$ cat config.mk
export PLATFORM = sky130hd
export DESIGN_NAME = spi_queue_seq
export DESIGN_NICKNAME = d
export VERILOG_FILES = /design/src/rtl/spi_queue_pkg.sv /design/src/rtl/spi_queue_ctrl.sv /design/src/rtl/spi_queue_datapath.sv /design/src/rtl/spi_queue_seq.sv
export SDC_FILE = /design/constraint.sdc
export NUM_CORES = 1
export LEC_CHECK = 0
export BUFFER_PORTS_ARGS = -buffer_cell sky130_fd_sc_hd__buf_2
export CAP_MARGIN = 5
export CORE_AREA = 3 3 177 249
export CTS_CLUSTER_DIAMETER = 120
export CTS_CLUSTER_SIZE = 20
export DETAILED_ROUTE_END_ITERATION = 7
export DIE_AREA = 0 0 180 252
export GPL_TIMING_DRIVEN = 0
export PLACE_DENSITY = 0.61
export SETUP_SLACK_MARGIN = 0.5
export SKIP_CTS_REPAIR_TIMING = 1
export SLEW_MARGIN = 15
export SYNTH_ARGS = -nofsm -noshare
export SYNTH_HDL_FRONTEND = slang
export SYNTH_SLANG_ARGS = --single-unit
export TNS_END_PERCENT = 20
$ cat constraint.sdc
create_clock -name clk -period 2.1 [get_ports clk]
set_input_delay 0.21 -clock clk [delete_from_list [all_inputs] [get_ports clk]]
set_output_delay 0.21 -clock clk [all_outputs]
set_load 0.005 [all_outputs]
$ cat src/rtl/spi_queue_pkg.sv
package spi_queue_pkg;
  localparam int ENTRIES = 16;
  localparam int PTR_W   = $clog2(ENTRIES);
  localparam int DATA_W  = 8;
  localparam int CS_W    = 4;
  localparam int ENTRY_W = DATA_W + CS_W;
  localparam int BIT_W   = $clog2(DATA_W);

  typedef enum logic [1:0] {ST_IDLE, ST_LOAD, ST_SHIFT, ST_FIN} seqState_t;

  // strobes from control to datapath
  typedef struct packed {
    logic load;    // fetch entry into shifter and chip-select register
    logic sample;  // capture miso (SCK about to rise)
    logic shift;   // advance transmit shifter (SCK about to fall)
    logic commit;  // store received byte
  } dpStrobe_t;

  typedef struct packed {
    logic             halt;
    logic             wren;
    logic             wrto;
    logic             csiv;
    logic [PTR_W-1:0] endQ;
    logic [PTR_W-1:0] cptQ;
    logic [PTR_W-1:0] newQ;
  } ctrlReg_t;
endpackage

$ cat src/rtl/spi_queue_ctrl.sv
module spi_queue_ctrl
  import spi_queue_pkg::*;
(
  input  logic             clk,
  input  logic             rstN,
  input  logic             regWe,
  input  logic [15:0]      regWdata,
  output logic [15:0]      regRdata,
  input  logic             start,
  output dpStrobe_t        strobe,
  output logic [PTR_W-1:0] ptr,
  output logic             busy,
  output logic             csIdle,
  output logic             sck,
  output logic             done
);
  localparam logic [BIT_W-1:0] LAST_BIT = BIT_W'(DATA_W - 1);

  seqState_t        state;
  logic [1:0]       phase;
  logic [BIT_W-1:0] bitCnt;
  ctrlReg_t         cfg;
  logic [PTR_W-1:0] nextPtr;
  logic             stopNow;
  logic             unusedWrBits;

  assign unusedWrBits = ^regWdata[7:4];

  assign regRdata = cfg;
  assign busy     = (state != ST_IDLE);
  assign csIdle   = cfg.csiv;
  assign sck      = (state == ST_SHIFT) && phase[1];

  assign strobe.load   = (state == ST_LOAD);
  assign strobe.sample = (state == ST_SHIFT) && (phase == 2'd1);
  assign strobe.shift  = (state == ST_SHIFT) && (phase == 2'd3);
  assign strobe.commit = (state == ST_FIN);

  always_comb begin
    if (ptr == cfg.endQ) nextPtr = cfg.wrto ? cfg.newQ : '0;
    else                 nextPtr = ptr + 1'b1;
    stopNow = cfg.halt || ((ptr == cfg.endQ) && !cfg.wren);
  end

  always_ff @(posedge clk or negedge rstN) begin
    if (!rstN) begin
      state  <= ST_IDLE;
      phase  <= '0;
      bitCnt <= '0;
      ptr    <= '0;
      cfg    <= '0;
      done   <= 1'b0;
    end else begin
      done <= 1'b0;
      if (regWe) begin
        cfg.halt <= regWdata[15];
        cfg.wren <= regWdata[14];
        cfg.wrto <= regWdata[13];
        cfg.csiv <= regWdata[12];
        cfg.endQ <= regWdata[11:8];
        cfg.newQ <= regWdata[3:0];
      end
      unique case (state)
        ST_IDLE: begin
          if (start && !cfg.halt) begin
            ptr   <= cfg.newQ;
            state <= ST_LOAD;
          end
        end
        ST_LOAD: begin
          phase  <= '0;
          bitCnt <= '0;
          state  <= ST_SHIFT;
        end
        ST_SHIFT: begin
          phase <= phase + 2'd1;
          if (phase == 2'd3) begin
            bitCnt <= bitCnt + 1'b1;
            if (bitCnt == LAST_BIT) state <= ST_FIN;
          end
        end
        ST_FIN: begin
          cfg.cptQ <= ptr;
          if (stopNow) begin
            state <= ST_IDLE;
            done  <= 1'b1;
          end else begin
            ptr   <= nextPtr;
            state <= ST_LOAD;
          end
        end
        default: state <= ST_IDLE;
      endcase
    end
  end
endmodule

$ cat src/rtl/spi_queue_datapath.sv
module spi_queue_datapath
  import spi_queue_pkg::*;
(
  input  logic               clk,
  input  logic               rstN,
  input  dpStrobe_t          strobe,
  input  logic [PTR_W-1:0]   ptr,
  input  logic               busy,
  input  logic               csIdle,
  input  logic               ramWe,
  input  logic [PTR_W-1:0]   ramWaddr,
  input  logic [ENTRY_W-1:0] ramWdata,
  input  logic [PTR_W-1:0]   rxRaddr,
  output logic [DATA_W-1:0]  rxRdata,
  output logic               mosi,
  input  logic               miso,
  output logic [CS_W-1:0]    csOut
);
  logic [ENTRY_W-1:0] txRam [ENTRIES];
  logic [DATA_W-1:0]  rxRam [ENTRIES];
  logic [DATA_W-1:0]  txSh;
  logic [DATA_W-1:0]  rxSh;
  logic [CS_W-1:0]    csReg;
  logic               csValid;
  logic [ENTRY_W-1:0] curEntry;

  assign curEntry = txRam[ptr];
  assign mosi     = txSh[DATA_W-1];
  assign rxRdata  = rxRam[rxRaddr];
  assign csOut    = (busy && csValid) ? csReg : {CS_W{csIdle}};

  always_ff @(posedge clk) begin
    if (ramWe) txRam[ramWaddr] <= ramWdata;
    if (strobe.commit) rxRam[ptr] <= rxSh;
  end

  always_ff @(posedge clk or negedge rstN) begin
    if (!rstN) begin
      txSh    <= '0;
      rxSh    <= '0;
      csReg   <= '0;
      csValid <= 1'b0;
    end else begin
      if (strobe.load) begin
        txSh    <= curEntry[DATA_W-1:0];
        csReg   <= curEntry[ENTRY_W-1:DATA_W];
        csValid <= 1'b1;
      end else begin
        if (!busy) csValid <= 1'b0;
        if (strobe.shift) txSh <= {txSh[DATA_W-2:0], 1'b0};
      end
      if (strobe.sample) rxSh <= {rxSh[DATA_W-2:0], miso};
    end
  end
endmodule

$ cat src/rtl/spi_queue_seq.sv
module spi_queue_seq
  import spi_queue_pkg::*;
(
  input  logic        clk,
  input  logic        rstN,
  input  logic        regWe,
  input  logic [15:0] regWdata,
  output logic [15:0] regRdata,
  input  logic        ramWe,
  input  logic [3:0]  ramWaddr,
  input  logic [11:0] ramWdata,
  input  logic [3:0]  rxRaddr,
  output logic [7:0]  rxRdata,
  input  logic        start,
  output logic        done,
  output logic        sck,
  output logic        mosi,
  input  logic        miso,
  output logic [3:0]  csOut
);
  dpStrobe_t        strobe;
  logic [PTR_W-1:0] ptr;
  logic             busy;
  logic             csIdle;

  spi_queue_ctrl ctrlI (
    .clk(clk), .rstN(rstN), .regWe(regWe), .regWdata(regWdata),
    .regRdata(regRdata), .start(start), .strobe(strobe), .ptr(ptr),
    .busy(busy), .csIdle(csIdle), .sck(sck), .done(done)
  );

  spi_queue_datapath dpI (
    .clk(clk), .rstN(rstN), .strobe(strobe), .ptr(ptr), .busy(busy),
    .csIdle(csIdle), .ramWe(ramWe), .ramWaddr(ramWaddr),
    .ramWdata(ramWdata), .rxRaddr(rxRaddr), .rxRdata(rxRdata),
    .mosi(mosi), .miso(miso), .csOut(csOut)
  );
endmodule

### Word-level counts from Yosys, hierarchy flattened

Memory sizes are Yosys's and may differ from the RTL's.
Cells that the tools add are included.

| word-level totals | value |
|---|---|
| bits in registers | 49 |
| latch bits | 0 |
| memory bits (writable) | 320 |
| ROM bits | 0 |
| input bits | 42 |
| output and inout port bits | 31 |
| logic and storage cells | 74 |
| memories | 2 |

| operators by class | value |
|---|---|
| add/sub/neg operators | 3 |
| multiply operators | 0 |
| divide/modulo/power cells | 0 |
| $lt $le $gt $ge | 0 |
| eq/ne operators | 12 |
| shift operators | 0 |
| mux-type cells | 24 |
| bitwise gates (word level) | 0 |
| reductions and logical operators | 17 |

Memory list:

| memory | depth | width | rd ports | clocked after memory_dff | write ports | RTL line | text |
|---|---|---|---|---|---|---|---|
| dpI.txRam | 16 | 12 | 1 | 0 | 1 | spi_queue_datapath.sv:19 | `logic [ENTRY_W-1:0] txRam [ENTRIES];` |
| dpI.rxRam | 16 | 8 | 1 | 0 | 1 | spi_queue_datapath.sv:20 | `logic [DATA_W-1:0] rxRam [ENTRIES];` |

Operator list:

| operator | count |
|---|---|
| $mux 4 | 5 |
| $mux 8 | 2 |
| $mux 1 | 9 |
| $ne 2x2->1 const B | 4 |
| $pmux 2 s4 | 1 |
| $pmux 4 s2 | 1 |
| $reduce_bool 2->1 | 4 |
| $eq 2x2->1 const B | 3 |
| $logic_and 1x1->1 | 6 |
| $mux 2 | 3 |
| $pmux 3 s2 | 1 |
| $reduce_and 3->1 | 2 |
| $add 4x1->4 const B | 1 |
| $eq 2x1->1 const B | 2 |
| $eq 4x4->1 | 1 |
| $pmux 2 s2 | 1 |
| $add 3x1->3 const B | 1 |
| $eq 3x3->1 const B | 1 |
| $mux 3 | 1 |
| $add 2x1->2 const B | 1 |
| $logic_not 1->1 | 2 |
| $logic_not 2->1 | 1 |
| $ne 2x1->1 const B | 1 |
| $reduce_and 2->1 | 1 |
| $logic_or 1x1->1 | 1 |

### Depth between registers and ports, before layout

Gate-level depths: netlist of the first run.

| depth | value |
|---|---|
| depth in word-level cells | 5 |
| mapped depth | 8 |
| gate-level depth less buffers | 7 |

### Cells and area by module

Synthesis of the first run repeated with hierarchy kept, for this count alone.

| second synthesis, totals | value |
|---|---|
| cell total of the unflattened synthesis | 728 |
| area, all modules | 14687.8 um^2 |

By module, submodules not included:

| module | instances | cells each | area each (um^2) | seq. area each (um^2) |
|---|---|---|---|---|
| spi_queue_datapath | 1 | 601 | 13249.0 | 10134.7 |
| spi_queue_ctrl | 1 | 127 | 1438.9 | 700.7 |

### Least setup slack after synthesis of the first run

Ideal clock, no wire load.

| path | value |
|---|---|
| path kind | register -> register |
| from | register ctrlI.ptr[1] |
| to | memory dpI.rxRam[1][0], enable pin |
| setup time | 0.383 ns |
| data arrival time | 1.845 ns |
| data required time | 1.717 ns |
| setup slack | -0.129 ns |
| cell stages (with the launch flop) | 8 |
| path buffers | 3 |
| clock period less this slack | 2.229 ns |
| cell sequence | dfrtp_1 buf_2 buf_2 buf_2 inv_1 ha_1 nand2_1 nor3_1 |

RTL lines:

| element | RTL line | text |
|---|---|---|
| start, declared | spi_queue_ctrl.sv:11 | `output logic [PTR_W-1:0] ptr,` |
| start signal, assigned | spi_queue_ctrl.sv:66 | `ptr <= cfg.newQ;` |
| start signal, assigned | spi_queue_ctrl.sv:88 | `ptr <= nextPtr;` |
| end, declared | spi_queue_datapath.sv:20 |  |

Straight into the memory's write port.

### Final worst setup path of the first run

| path | value |
|---|---|
| from | memory dpI.rxRam[10][3] |
| to | output port rxRdata[3] |

| on the way | value |
|---|---|
| word-level cells in the longest chain between the ends | 1 |

RTL lines:

| element | RTL line | text |
|---|---|---|
| $mem_v2 16x8 | n/a |  |
| end, declared | spi_queue_seq.sv:13 | `output logic [7:0] rxRdata,` |

No other way between the ends.

==> flow_summary_export.csv, run 1 <==
group,metric,value,unit
cells_and_area,antennaDiodeCount,0,
worst_setup_path,rr_endpoint,"ctrlI.ptr[2]",
logic_synthesis,postSynthAreaPerCell,19.5,um2
pwr,seq_power_share,49.0,%
logic_synthesis,syn_inst,751,
worst_setup_path,crit_required,1.89,ns
global_routing,antenna_found_initial,1,
logic_synthesis,synthArstFlopShare,13.3,%
cells_and_area,drive_gt1_share,35.0,%
placed_design,gp_congestion,0.761,
logic_synthesis,synth_edf_count,320,
floorplan,die_w,180,um
floorplan,core-area,42000,um2
global_routing,grt_max_degree,50,
cells_and_area,multi_input_area,3860,um2
placed_design,place_inst,1371,
timing,worst_pin_slew,0.897,ns
timing,timing.final.ws_setup,-0.191,ns
cells_and_area,final_cell_count_no_fill,1442,
pwr,p_sw_share,29.7,%
placed_design,hpwlAfterDp,21300,um
min_path,worstHoldStart,"regWe",
status,violations,"negative setup slack",
routing,drt-total-wl,32000,um
logic_synthesis,netlist_area,14700,um2
floorplan,initial_core_util,34.9,%
pwr,p_leak,5.89,nW
routing,via_count,7287,
timing,fmax,0.437,GHz
logic_synthesis,yosysWarnings,0,
logic_synthesis,synth_seq_cells,369,
clock_tree,htreeDepth,1,
pwr,power_per_cell_area,1090,nW/um2
logic_synthesis,yosys-top-cells-area,"edfxtp_1 (66%), mux4_2 (9.8%), dfrtp_1 (8.4%)",
cells_and_area,regArea,10800,um2
worst_setup_path,worstSetupEndpointType,"output pin",
placed_design,postPlaceCellArea,16100,um2
pwr,comb_power_share,28.0,%
logic_synthesis,synth.net_count,805,
logic_synthesis,synth-seq-area-share,73.9,%
job,max-cap-violations,0,
timing,min_period_over_period,109,%
timing,setup_violations,9,
global_routing,grt.total_usage,13.6,%
floorplan,dieArea,45400,um2
global_routing,gr-total-overflow,0,
worst_setup_path,crit_fanout,1,
worst_setup_path,critPathKind,"flip-flop to output pin",
floorplan,io_pins,73,
routing,drt_pass1_iterations,5,
timing,period_needed,2.29,ns
cells_and_area,design_area,17300,um2
global_routing,grt_pass1_wl,47100,um
worst_setup_path,arrival,2.08,ns
logic_synthesis,synth_top_flop_cell,"edfxtp_1",
min_path,min_path_type,"input pin to flip-flop",
status,status,"finished, violations left",
routing,drt-initial-drc-count,553,
placed_design,portBuffers,65,
min_path,hold_path_depth,2,
routing,routedWlPerCell,22.2,um
timing,tns,-1.23,ns
cells_and_area,syn2layout_area_growth,17.9,%
timing,slew_headroom,40.2,%
floorplan,rows,89,
logic_synthesis,yosysUniqueCellTypes,41,
worst_setup_path,worst_setup_path_start_kind,"flip-flop",
clock_tree,cts-root-buf,"clkbuf_16",
timing,drv_slew,0,
logic_synthesis,yosysMostFrequentCell,"edfxtp_1",
routing,vias_per_cell,5.05,
logic_synthesis,netlist_top_cells_count,"edfxtp_1 (320), nand2_1 (75), mux4_2 (64)",
routing,ant_nets,0,
clock_tree,clk_path_buf_depth,3,
clock_tree,clk_latency,0.54,ns
worst_setup_path,crit-reg2reg-launch,"ctrlI.ptr[1]",
routing,route.detailed.drc,0,
pwr,p_int,0.0132,W
worst_setup_path,ff2ff_path_depth,6,
cells_and_area,fillCellCount,3672,
logic_synthesis,synth_top_cell_area_share,65.6,%
timing,worst_clock_skew,0.0195,ns
pwr,clkPwrFrac,23.0,%
cells_and_area,nets,934,
clock_tree,numCtsBuffers,22,
pwr,p_switching,0.00557,W
clock_tree,cts.sinks,369,
min_path,holdPathEnd,"ctrlI.regRdata[11]",
timing,hold_violations,0,
timing,grt_setup_unrepaired,"yes",
pwr,peakVddDrop,0.000834,V
clock_tree,clk_pin_slew,0.08,ns
worst_setup_path,r2r_setup_slack,0.14,ns
clock_tree,cts_tree,"yes",
global_routing,first_global_vias,7500,
floorplan,dieHeight,252,um
logic_synthesis,yosysTopAreaCell,"edfxtp_1",
[power groups by stage]
| stage | clock, W | combinational [W] | sequential [W] |
|---|---|---|---|
| 6_report | 0.00432 | 0.00525 | 0.00919 |
| 3_3_place_gp | 0 | 0.00446 | 0.00930 |
| 2_1_floorplan | 0 | 0.00321 | 0.00914 |
| 4_1_cts | 0.00444 | 0.00456 | 0.00917 |
| 5_1_grt | 0.00469 | 0.00571 | 0.00927 |
| 3_5_place_dp | 0 | 0.00454 | 0.00934 |
[cells in the final DEF (no fill, tap or decap), drive strengths merged]
cell         netlist  routed
edfxtp           320     320
buf               22     115
mux4              88      88
nand2             75      75
dfrtp             49      49
clkbuf            13      47
nor2              32      32
nand3             24      24
mux2              24      24
o21ai             17      17
dlygate4sd3        0      16
ha                12      12
mux2i             10      10
inv               12      10
a21oi              9       9
nor3               8       8
a221o              4       4
nand2b             4       4
xnor2              4       4
clkinv             1       3
nand3b             3       3
o22ai              3       3
a22o               3       3
clkinvlp           0       2
a22oi              2       2
a32oi              2       2
and2               2       2
nor2b              1       1
or3b               1       1
nand4              1       1
o31a               1       1
o31ai              1       1
a221oi             1       1
xor2               1       1
or2                1       1
[sequential cells by signal, indices dropped and copies added, names as in the netlist]
| register | flops |
|---|---|
| dpI.rxRam | 128 |
| dpI.txSh | 8 |
| ctrlI.bitCnt | 3 |
| ctrlI.phase | 2 |
| ctrlI.done | 1 |
| ctrlI.ptr | 4 |
| ctrlI.regRdata | 15 |
| dpI.csValid | 1 |
| dpI.csReg | 4 |
| dpI.txRam | 192 |
| dpI.rxSh | 8 |
| ctrlI.state | 2 |
| ctrlI.csIdle | 1 |
[worst max-delay path by stage]
| stage | start | endpoint | slack [ns] | depth (start not counted) |
|---|---|---|---|---|
| final | dpI.rxRam[10][3] | rxRdata[3] | -0.19 | 3 |
| after CTS | dpI.rxRam[4][2] | rxRdata[2] | -0.28 | 3 |
| after floorplan | ctrlI.ptr[0] | dpI.rxRam[2][0] | 0.34 | 6 |
| after detailed placement | rxRaddr[1] | rxRdata[2] | -0.18 | 5 |
| after global placement | ramWaddr[3] | dpI.txRam[4][7] | -0.92 | 3 |
| after global routing | dpI.rxRam[2][3] | rxRdata[3] | -0.25 | 3 |
[worst max-delay path: stages (launching register included)]
cell and delay (ns):
edfxtp_1 0.39, mux4_1 0.52, mux4_2 0.49, buf_2 0.15
[layout make-up]
| cell class | count | share of cell area [%] |
|---|---|---|
| plain buffers | 35 | 2.28 |
| clock buffers | 38 | 3.53 |
| clock inverters | 2 | 0.188 |
| inverters | 13 | 0.442 |
| multi-input cells | 334 | 22.3 |
| flip-flops and latches | 369 | 62.7 |
| well taps | 546 | 3.95 |
| repair buffers | 105 | 4.57 |
[routing by layer]
layer / up-vias / part of all wire, % / routed length, um / global-route usage, %
li1: 3232 / - / - / -
met1: 3854 / 39 / 12300 / 16.4
met2: 148 / 55 / 17700 / 25.8
met3: 53 / 4.0 / 1280 / 1.95
met4: 0 / 2.2 / 719 / 3.47
met5: - / 0 / 0 / 0
[stage by stage]
step / total power, W / setup slack (ns) / util [%] / hold WS [ns]
CTS: 0.0182 / -0.283 / 39.9 / -0.274
global placement: 0.0138 / -0.924 / 37.9 / 0.443
detailed placement: 0.0139 / -0.183 / 38.3 / 0.306
finish: 0.0188 / -0.191 / 41.2 / 0.0115
global route: 0.0197 / -0.254 / 41.2 / 0.00456
floorplan: 0.0124 / 0.339 / - / -0.0856
[kinds of logic after synthesis]
family / after synthesis / synth area share (%)
AOI/OAI and AO/OA: 43 / 1.90
xor gates and xnor gates: 5 / 0.299
adders and majority gates: 12 / 1.02
buffers and inverters: 48 / 1.75
DFF: 369 / 73.9
muxes: 122 / 16.7
and+or+nand+nor: 152 / 4.43
(Power assumes the default switching activity.)
==> run 2: changes to the inputs <==
- PLACE_DENSITY: 0.61 -> unset
- PLACE_DENSITY_LB_ADDON: unset -> 0.3
==> run 2 against run 1 <==
Compared with the run above: the flow still finishes with violations (negative setup slack); design area is 4.0% higher; die area unchanged; sequential share of layout area fell by 2.4 points; count of clock-buffer cells in the layout rose by 1; utilization increased by 1.6 points; flip-flop and latch count is the same; sequential power is essentially flat; clock power increased by 2%; critical path type unchanged.
==> flow_summary_export.csv, run 2 (synthesis gave the netlist of run 1 again) <==
group,metric,value,unit
cells_and_area,layout_common_cells,"edfxtp_1 (320), mux4_2 (73), buf_2 (62)",
pwr,p_sw_share,29.9,%
clock_tree,clk_latency,0.53,ns
routing,via_count,7393,
pwr,clkPwrFrac,22.0,%
pwr,power_per_cell_area,1110,nW/um2
global_routing,grt_max_degree,50,
cells_and_area,nets,969,
job,max-cap-violations,0,
routing,ant_nets,0,
placed_design,hpwlAfterDp,21800,um
floorplan,io_pins,73,
global_routing,first_global_vias,7530,
floorplan,rows,89,
pwr,comb_power_share,31.9,%
worst_setup_path,arrival,2.08,ns
status,violations,"negative setup slack",
cells_and_area,layout_commonest_cell,"edfxtp_1",
timing,period_needed,2.29,ns
routing,vias_per_cell,5.01,
timing,drv_slew,0,
placed_design,postPlaceCellArea,16200,um2
timing,fmax,0.437,GHz
worst_setup_path,worst_setup_path_start_kind,"flip-flop",
floorplan,initial_core_util,34.9,%
status,status,"finished, violations left",
worst_setup_path,crit_required,1.89,ns
timing,worst_pin_slew,0.905,ns
pwr,p_switching,0.00596,W
timing,hold_violations,0,
timing,worst_clock_skew,0.0128,ns
global_routing,gr-total-overflow,0,
clock_tree,numCtsBuffers,22,
timing,timing.final.ws_setup,-0.190,ns
cells_and_area,syn2layout_area_growth,22.6,%
pwr,p_leak,6.21,nW
clock_tree,cts.sinks,369,
floorplan,dieArea,45400,um2
routing,routedWlPerCell,22.4,um
timing,setup_violations,8,
cells_and_area,drive_gt1_share,40.5,%
timing,slew_headroom,39.6,%
timing,grt_setup_unrepaired,"yes",
cells_and_area,antennaDiodeCount,0,
timing,min_period_over_period,109,%
placed_design,portBuffers,65,
cells_and_area,final_cell_count_no_fill,1477,
pwr,seq_power_share,46.1,%
worst_setup_path,worstSetupEndpointType,"output pin",
pwr,finalPower,0.0199,W
pwr,peakVddDrop,0.000873,V
clock_tree,clk_pin_slew,0.08,ns
routing,route.detailed.drc,0,
global_routing,grt.total_usage,13.9,%
floorplan,die_w,180,um
cells_and_area,design_area,18000,um2
global_routing,grt_pass1_wl,47600,um
clock_tree,cts-root-buf,"clkbuf_16",
floorplan,dieHeight,252,um
worst_setup_path,crit_fanout,1,
cells_and_area,largest-register,"dpI.txRam",
clock_tree,htreeDepth,1,
placed_design,place_inst,1376,
worst_setup_path,critPathKind,"flip-flop to output pin",
clock_tree,clk_path_buf_depth,3,
routing,drt_pass1_iterations,5,
global_routing,antenna_found_initial,0,
floorplan,core-area,42000,um2
cells_and_area,largest_register_ff_count,192,
clock_tree,cts_tree,"yes",
placed_design,gp_congestion,0.771,
routing,drt-initial-drc-count,542,
routing,drt-total-wl,33000,um
cells_and_area,final_core_util,42.8,%
min_path,min_path_type,"input pin to flip-flop",
placed_design,post-place-ws,-0.144,ns
pwr,p_int,0.0140,W
==> run 2: changes by cell type in the layout (fill, tap and decap cells not counted), sizes merged <==
cell	before	now
dlygate4sd3	16	14
inv	10	11
buf	115	152
clkinv	3	1
clkbuf	47	48
==> run 2: per-stage QoR <==
step	hold WS [ns]	TNS, ns
after floorplan	-0.0856	0
after global routing	0.00950	-1.77
final	0.0171	-1.26
after global placement	0.445	-51.33
after CTS	-0.270	-11.62
after detailed placement	0.295	-7.42
==> run 2: final cells by class <==
type	instances	area (um2)
repair buffers	140	1170
multi-input cells	334	4110
clock inverters	1	11.3
inverters	13	76.3
clock buffers	39	636
fillers	3674	24000
plain buffers	35	444
well taps	546	683
flip-flops and latches	369	10800
==> run 2: worst paths after layout <==
path | endpoint | depth (start not counted) | slack, ns | from
worst max-delay path | rxRdata[5] | 3 | -0.19 | dpI.rxRam[1][5]
worst min-delay path | ctrlI.csIdle | 2 | 0.02 | regWe
worst max register to register | ctrlI.ptr[2] | 9 | 0.05 | ctrlI.ptr[0]
worst min register to register | ctrlI.regRdata[7] | 1 | 0.51 | ctrlI.regRdata[7]
max in group asynchronous | ctrlI.state[1] | 2 | 1.31 | rstN
min in group asynchronous | ctrlI.regRdata[4] | 2 | 0.25 | rstN
==> run 2: power by group through the flow <==
stage,Clock [W],Combinational [W],Sequential (W)
5_1_grt,0.00477,0.00681,0.00927
2_1_floorplan,0,0.00321,0.00914
4_1_cts,0.00449,0.00452,0.00918
6_report,0.00439,0.00635,0.00919
3_3_place_gp,0,0.00447,0.00932
3_5_place_dp,0,0.00451,0.00935
==> run 2: worst max-delay path, cell delays in order (launching register included) <==
cell	delay (ns)
edfxtp_1	0.37
mux4_1	0.53
mux4_2	0.52
buf_6	0.14
==> run 2: routing by layer <==
metal	up-vias	global-route usage, %	wire, um
met5	-	0	0
met4	0	3.91	784
met3	45	1.76	1180
li1	3323	-	-
met1	3878	17.3	13100
met2	147	25.5	17900
